==> config.mk <==
export PLATFORM = sky130hd
export DESIGN_NAME = clk_root_slice
export DESIGN_NICKNAME = d
export VERILOG_FILES = /design/src/rtl/clk_root_pkg.sv /design/src/rtl/clk_root_regs.sv /design/src/rtl/clk_root_sync.sv /design/src/rtl/clk_root_div.sv /design/src/rtl/clk_root_slice.sv
export SDC_FILE = /design/constraint.sdc
export NUM_CORES = 1
export LEC_CHECK = 0
export ABC_CLOCK_PERIOD_IN_PS = 6900
export BUFFER_PORTS_ARGS = -buffer_cell sky130_fd_sc_hd__buf_4
export CORE_MARGIN = 3
export CORE_UTILIZATION = 45
export CTS_CLUSTER_DIAMETER = 60
export CTS_CLUSTER_SIZE = 8
export DETAILED_ROUTE_END_ITERATION = 6
export PLACE_DENSITY = 0.76
export SLEW_MARGIN = 20
export SYNTH_ARGS = -nofsm -noshare
export SYNTH_HDL_FRONTEND = slang
export SYNTH_SLANG_ARGS = --single-unit
==> constraint.sdc <==
create_clock -name clk -period 6.9 [get_ports clk]
set_input_delay 1.38 -clock clk [delete_from_list [all_inputs] [get_ports clk]]
set_output_delay 1.38 -clock clk [all_outputs]
set_load 0.05 [all_outputs]
==> src/rtl/clk_root_pkg.sv <==
package clk_root_pkg;

    localparam int CTRL_W   = 32;
    localparam int EN_BIT   = 28;
    localparam int SEL_LSB  = 24;
    localparam int SEL_W    = 3;
    localparam int PRE_LSB  = 16;
    localparam int PRE_W    = 3;
    localparam int POST_LSB = 0;
    localparam int POST_W   = 6;

    typedef enum logic [1:0] {
        ST_OFF  = 2'd0,
        ST_RUN  = 2'd1,
        ST_PEND = 2'd2
    } root_state_e;

    function automatic logic [CTRL_W-1:0] ctrl_mask();
        logic [CTRL_W-1:0] m;
        m = '0;
        m[EN_BIT] = 1'b1;
        m[SEL_LSB +: SEL_W] = '1;
        m[PRE_LSB +: PRE_W] = '1;
        m[POST_LSB +: POST_W] = '1;
        return m;
    endfunction

endpackage

==> src/rtl/clk_root_regs.sv <==
module clk_root_regs
    import clk_root_pkg::*;
#(
    parameter int NPAR = 6
) (
    input  logic              clk,
    input  logic              rst_n,
    input  logic              wr_en,
    input  logic [CTRL_W-1:0] wr_data,
    output logic [CTRL_W-1:0] rd_data,
    output logic              en,
    output logic [SEL_W-1:0]  sel,
    output logic              sel_ok,
    output logic [PRE_W-1:0]  pre,
    output logic [POST_W-1:0] post
);

    always_ff @(posedge clk or negedge rst_n) begin
        if (!rst_n) begin
            en   <= 1'b0;
            sel  <= '0;
            pre  <= '0;
            post <= '0;
        end else if (wr_en) begin
            en   <= wr_data[EN_BIT];
            sel  <= wr_data[SEL_LSB +: SEL_W];
            pre  <= wr_data[PRE_LSB +: PRE_W];
            post <= wr_data[POST_LSB +: POST_W];
        end
    end

    always_comb begin
        rd_data = '0;
        rd_data[EN_BIT] = en;
        rd_data[SEL_LSB +: SEL_W] = sel;
        rd_data[PRE_LSB +: PRE_W] = pre;
        rd_data[POST_LSB +: POST_W] = post;
    end

    assign sel_ok = (32'(sel) < NPAR);

endmodule

==> src/rtl/clk_root_sync.sv <==
module clk_root_sync #(
    parameter int NPAR = 6
) (
    input  logic            clk,
    input  logic            rst_n,
    input  logic [NPAR-1:0] par_clk,
    output logic [NPAR-1:0] par_sync
);

    for (genvar g = 0; g < NPAR; g++) begin : g_sync
        logic meta_q;
        logic sync_q;

        always_ff @(posedge clk or negedge rst_n) begin
            if (!rst_n) begin
                meta_q <= 1'b0;
                sync_q <= 1'b0;
            end else begin
                meta_q <= par_clk[g];
                sync_q <= meta_q;
            end
        end

        assign par_sync[g] = sync_q;
    end

endmodule

==> src/rtl/clk_root_div.sv <==
module clk_root_div
    import clk_root_pkg::*;
(
    input  logic              clk,
    input  logic              rst_n,
    input  logic              en,
    input  logic [SEL_W-1:0]  req_sel,
    input  logic              req_sel_ok,
    input  logic [PRE_W-1:0]  req_pre,
    input  logic [POST_W-1:0] req_post,
    input  logic              src_lvl,
    output logic [SEL_W-1:0]  eff_sel,
    output logic [PRE_W-1:0]  eff_pre,
    output logic [POST_W-1:0] eff_post,
    output logic [PRE_W-1:0]  cnt_pre,
    output logic [POST_W-1:0] cnt_post,
    output logic              bnd,
    output root_state_e       state,
    output logic              root_clk
);

    root_state_e       state_n;
    logic              src_prev;
    logic              rise;
    logic              wrap_pre;
    logic              wrap_post;
    logic              pending;
    logic              load;
    logic [SEL_W-1:0]  want_sel;
    logic [SEL_W-1:0]  eff_sel_n;
    logic [PRE_W-1:0]  eff_pre_n;
    logic [POST_W-1:0] eff_post_n;
    logic [PRE_W-1:0]  cnt_pre_n;
    logic [POST_W-1:0] cnt_post_n;
    logic [PRE_W:0]    half_pre;
    logic [POST_W:0]   half_post;
    logic              root_n;

    assign rise      = src_lvl & ~src_prev;
    assign wrap_pre  = (cnt_pre == eff_pre);
    assign wrap_post = (cnt_post == eff_post);
    assign bnd       = (state != ST_OFF) && rise && wrap_pre && wrap_post;
    assign want_sel  = req_sel_ok ? req_sel : eff_sel;
    assign pending   = (want_sel != eff_sel) || (req_pre != eff_pre) ||
                       (req_post != eff_post);
    assign load      = (state == ST_OFF) || bnd;

    // state register
    always_ff @(posedge clk or negedge rst_n) begin
        if (!rst_n) state <= ST_OFF;
        else        state <= state_n;
    end

    // transitions
    always_comb begin
        state_n = state;
        unique case (state)
            ST_OFF:  state_n = en ? ST_RUN : ST_OFF;
            ST_RUN: begin
                if (!en)                 state_n = ST_OFF;
                else if (pending && !bnd) state_n = ST_PEND;
                else                     state_n = ST_RUN;
            end
            ST_PEND: begin
                if (!en)      state_n = ST_OFF;
                else if (bnd) state_n = ST_RUN;
                else          state_n = ST_PEND;
            end
            default: state_n = ST_OFF;
        endcase
    end

    // configuration and counters
    always_comb begin
        eff_sel_n  = load ? want_sel : eff_sel;
        eff_pre_n  = load ? req_pre  : eff_pre;
        eff_post_n = load ? req_post : eff_post;
        cnt_pre_n  = cnt_pre;
        cnt_post_n = cnt_post;
        if (state == ST_OFF) begin
            cnt_pre_n  = req_pre;
            cnt_post_n = req_post;
        end else if (bnd) begin
            cnt_pre_n  = '0;
            cnt_post_n = '0;
        end else if (rise) begin
            if (wrap_pre) begin
                cnt_pre_n  = '0;
                cnt_post_n = POST_W'(cnt_post + 1'b1);
            end else begin
                cnt_pre_n  = PRE_W'(cnt_pre + 1'b1);
            end
        end
    end

    // outputs
    always_comb begin
        half_pre  = ({1'b0, eff_pre_n} + (PRE_W+1)'(1)) >> 1;
        half_post = ({1'b0, eff_post_n} + (POST_W+1)'(1)) >> 1;
        if (state == ST_OFF || !en)
            root_n = 1'b0;
        else if (eff_post_n != '0)
            root_n = ({1'b0, cnt_post_n} < half_post);
        else if (eff_pre_n != '0)
            root_n = ({1'b0, cnt_pre_n} < half_pre);
        else
            root_n = src_lvl;
    end

    always_ff @(posedge clk or negedge rst_n) begin
        if (!rst_n) begin
            eff_sel  <= '0;
            eff_pre  <= '0;
            eff_post <= '0;
            cnt_pre  <= '0;
            cnt_post <= '0;
            src_prev <= 1'b0;
            root_clk <= 1'b0;
        end else begin
            eff_sel  <= eff_sel_n;
            eff_pre  <= eff_pre_n;
            eff_post <= eff_post_n;
            cnt_pre  <= cnt_pre_n;
            cnt_post <= cnt_post_n;
            src_prev <= src_lvl;
            root_clk <= root_n;
        end
    end

endmodule

==> src/rtl/clk_root_slice.sv <==
module clk_root_slice
    import clk_root_pkg::*;
#(
    parameter int NPAR = 6
) (
    input  logic              clk,
    input  logic              rst_n,
    input  logic              wr_en,
    input  logic [CTRL_W-1:0] wr_data,
    output logic [CTRL_W-1:0] rd_data,
    input  logic [NPAR-1:0]   par_clk,
    output logic              root_clk,
    output logic              sel_err,
    output logic [PRE_W:0]    pre_ratio,
    output logic [POST_W:0]   post_ratio
);

    logic              req_en;
    logic [SEL_W-1:0]  req_sel;
    logic              req_sel_ok;
    logic [PRE_W-1:0]  req_pre;
    logic [POST_W-1:0] req_post;
    logic [NPAR-1:0]   par_sync;
    logic              src_lvl;
    logic [SEL_W-1:0]  eff_sel;
    logic [PRE_W-1:0]  eff_pre;
    logic [POST_W-1:0] eff_post;
    logic [PRE_W-1:0]  cnt_pre;
    logic [POST_W-1:0] cnt_post;
    logic              bnd;
    root_state_e       state;

    clk_root_regs #(.NPAR(NPAR)) u_regs (
        .clk     (clk),
        .rst_n   (rst_n),
        .wr_en   (wr_en),
        .wr_data (wr_data),
        .rd_data (rd_data),
        .en      (req_en),
        .sel     (req_sel),
        .sel_ok  (req_sel_ok),
        .pre     (req_pre),
        .post    (req_post)
    );

    clk_root_sync #(.NPAR(NPAR)) u_sync (
        .clk      (clk),
        .rst_n    (rst_n),
        .par_clk  (par_clk),
        .par_sync (par_sync)
    );

    always_comb begin
        src_lvl = 1'b0;
        for (int i = 0; i < NPAR; i++) begin
            if (32'(eff_sel) == i) src_lvl = par_sync[i];
        end
    end

    clk_root_div u_div (
        .clk        (clk),
        .rst_n      (rst_n),
        .en         (req_en),
        .req_sel    (req_sel),
        .req_sel_ok (req_sel_ok),
        .req_pre    (req_pre),
        .req_post   (req_post),
        .src_lvl    (src_lvl),
        .eff_sel    (eff_sel),
        .eff_pre    (eff_pre),
        .eff_post   (eff_post),
        .cnt_pre    (cnt_pre),
        .cnt_post   (cnt_post),
        .bnd        (bnd),
        .state      (state),
        .root_clk   (root_clk)
    );

    assign sel_err    = ~req_sel_ok;
    assign pre_ratio  = {1'b0, eff_pre} + (PRE_W+1)'(1);
    assign post_ratio = {1'b0, eff_post} + (POST_W+1)'(1);

endmodule

==> impl_results.md <==
* Status: finished, final reports clean
* Post-synth EDFFs at 0
* Top cells by count, synth: dfrtp_1, nor2_1, xnor2_1
* RR Startpoint: u_div.eff_sel[0]
* Ports at 86
* Starting DRC count in detailed routing at 132
* Seq cells post-synth at 50
* Layout area overhead at 14.1%
* Share of layout cells above drive strength 1 at 24.5%
* Final Slew Violations at 0
* Prevailing post-synth register cell: dfrtp_1
* Unrepaired setup endpoints after global routing: false
* Crit path kind: reg -> reg
* # resized after CTS at 0
* Initial antenna violation count at 0
* CTS H-Tree Depth at 2
* Worst hold path class: reg -> reg
* Cell count of the worst reg-to-reg path at 13
* Worst-margin pin slew at 0.620 ns
* CP startpoint kind: flip-flop
* Antenna Violating Nets Remaining at 0
* Clock buffer depth at 2
* Pwr Total at 1.61 mW
* Yosys warns at 0
* Max-cap viol count at 0
* Diode count at 0
* Synth Area per Inst at 10.1 um^2
* Synth Area in Compound Gates at 12.0%
* Post-synthesis sequential area ratio at 41.4%
* CTS Sinks at 50
* Hold buffers post-CTS at 0
* Port Buffer Count at 47
* Full die area at 7730 um^2
* Synth async-reset ratio at 100%
* Top fanout value on the critical path at 28
* Die Wd at 87.9 um
* Clk Latency, worst-skew pair at 0.30 ns
* Static Leak at 1.57 nW
* Mapped Area at 3020 um^2
* Peak VDD IR at 246 uV
* Synth top area cells: dfrtp_1, mux2_2, xnor2_1
* WHS Endpoint: u_sync.g_sync[2].sync_q
* Final worst path period share at 56.2%
* Leading area contributor after synthesis: dfrtp_1
* Routability cong. at 0.873
* Post-Route WL at 6.14 mm
* Vias per inst at 5.32
* Area share of and/or/nand/nor cells after synthesis at 14.1%
* Top cell type's share of synthesized area at 41.4%
* Post-CTS Setup Inserts at 0
* Core Area at 6420 um^2
* Final setup violation count at 0
* Global route overflow at 0
* Final instance area at 3450 um^2
* Vias in the first global route at 2085
* F_max at 258 MHz
* Vias at 2213
* Syn Inst Count at 298
* Die height at 87.9 um
* Hold path start: u_sync.g_sync[2].meta_q
* CTS tree: built
* Mux share of post-synthesis cell area at 8.78%
* First-pass GRT wire length at 10.4 mm
* Final min period at 3.88 ns
* XOR/XNOR share of the synthesized area at 9.57%
* GRT Resource Usage Total at 17.2%
* Clk root buf: clkbuf_8
* Synth Area in Adders at 5.80%
* Detail Placement HPWL at 4.60 mm
* Largest family of logic cells by synthesized area: simple AND/OR/NAND/NOR gates
* Final #Nets at 393
* RR Endpoint: u_div.root_clk
* Setup Total Neg Slack at 0 ns
* Final Hold Viols at 0
* Initial Util at 47.0%
* WL per Instance at 14.8 um
* Layout Utilization at 53.7%
* Worst setup EP type: flip-flop
* DRC violations left at 0
* Worst Setup Slack, final at 3.02 ns
* Count leader, synth: dfrtp_1
* Largest net degree at the start of global routing at 51
* Row count at 29
* Pwr dens at 467 nW/um^2
* Crit path DAT at 4.09 ns
* CTS buffer count at 5
* Slew headroom at 58.7%
* First-pass DRT Iterations at 4
* Pre-CTS WS at 3.09 ns
* Worst-path clk slew at 0.09 ns
* Hold Crit Depth at 0
* Critical Path RT at 7.11 ns
* R2R Setup Slk at 3.02 ns
* Yosys cell types at 54
* Placed Area at 3330 um^2
* Skew final at 0.00669 ns
-- state kept, by name, indices dropped and copies added, names as in the netlist --
name and cells:
u_div.cnt_post 6, u_div.eff_post 6, u_regs.post 6, u_sync.g_sync.meta_q 6, u_sync.g_sync.sync_q 6, u_div.cnt_pre 3
u_div.eff_pre 3, u_div.eff_sel 3, u_regs.pre 3, u_regs.sel 3, u_div.state 2, u_div.root_clk 1
u_div.src_prev 1, u_regs.en 1
-- critical path: stages, from the launching register on --
cell and delay, ns:
dfrtp_1 0.46, mux4_2 0.55, a32o_2 0.31, and4_4 0.20, nor2_8 0.34, mux2i_1 0.29, inv_1 0.08, ha_1 0.21
xnor2_1 0.13, ha_1 0.20, a2111oi_0 0.49, o2bb2ai_1 0.17, a21oi_1 0.07, o31ai_2 0.28
-- power breakdown --
group | leakage (nW) | switching, mW | internal (mW)
Clock | 0.0585 | 0.0985 | 0.109
Combinational | 0.920 | 0.547 | 0.352
Sequential | 0.593 | 0.135 | 0.370
-- area by class of cell --
cell class	instances	area, um^2
fill	548	2980
multi-input combinational	223	1590
sequential	50	1250
timing repair buffer	48	360
tap	77	96.3
clock buffer	5	68.8
clock inverter	3	43.8
inverter	10	37.5
-- cell usage in the layout, fill, tap and decap left out, types with 2 or more instances in the layout --
cell type   n
conb_1     19
o21ai_1     2
ha_1       14
o21ai_0     9
nor2b_1     2
nand3_1    10
clkbuf_8    5
nor3_1      3
a32oi_1     2
nor2_1     22
a22o_1      2
and2_1      2
a211oi_1    2
nand4_1     5
a21oi_1    13
and3_1      3
and3_2      2
inv_1      10
o2111ai_1   2
xor2_1     12
a21o_1      3
mux2i_1     4
nand2_1    19
a2111oi_0   2
mux2_2     17
o21a_1      3
dfrtp_1    50
a31oi_1     3
nand2b_1    2
buf_4      48
a211o_1     2
xnor2_1    21
nor3b_1     2
-- stage by stage --
stage	hold slack [ns]	cells
2_1_floorplan	0.331	316
3_3_place_gp	0.334	408
3_5_place_dp	0.335	408
4_1_cts	0.355	416
5_1_grt	0.373	416
6_report	0.362	416
-- worst max path at each step --
stage | slack, ns | cells after the start | endpoint | start
3_3_place_gp | 3.22 | 13 | u_div.root_clk | u_div.eff_sel[0]
5_1_grt | 2.77 | 13 | u_div.root_clk | u_div.eff_sel[0]
6_report | 3.02 | 13 | u_div.root_clk | u_div.eff_sel[0]
3_5_place_dp | 3.09 | 13 | u_div.root_clk | u_div.eff_sel[0]
2_1_floorplan | 3.56 | 14 | u_div.root_clk | u_div.eff_sel[0]
4_1_cts | 3.03 | 13 | u_div.root_clk | u_div.eff_sel[0]
-- metal layers --
layer | wire (um) | vias up | track usage [%] | share of wire, %
met5 | 0 | - | 0 | 0
met4 | 115 | 0 | 4.46 | 1.9
met3 | 293 | 10 | 2.54 | 4.8
met2 | 2930 | 63 | 25.8 | 48
met1 | 2800 | 1052 | 25.9 | 46
li1 | - | 1088 | - | -
-- logic make-up (layout without fill, tap and decap cells) --
kind of cell	count (synthesis)	count (layout)
AO/OA/AOI/OAI	53	53
other	1	19
buffers and inverters	43	66
XOR/XNOR	33	33
adder cells (fa/ha/maj)	14	14
AND/OR/NAND/NOR	81	81
multiplexers	23	23
flip-flops	50	50
(Power assumes the default switching activity.)
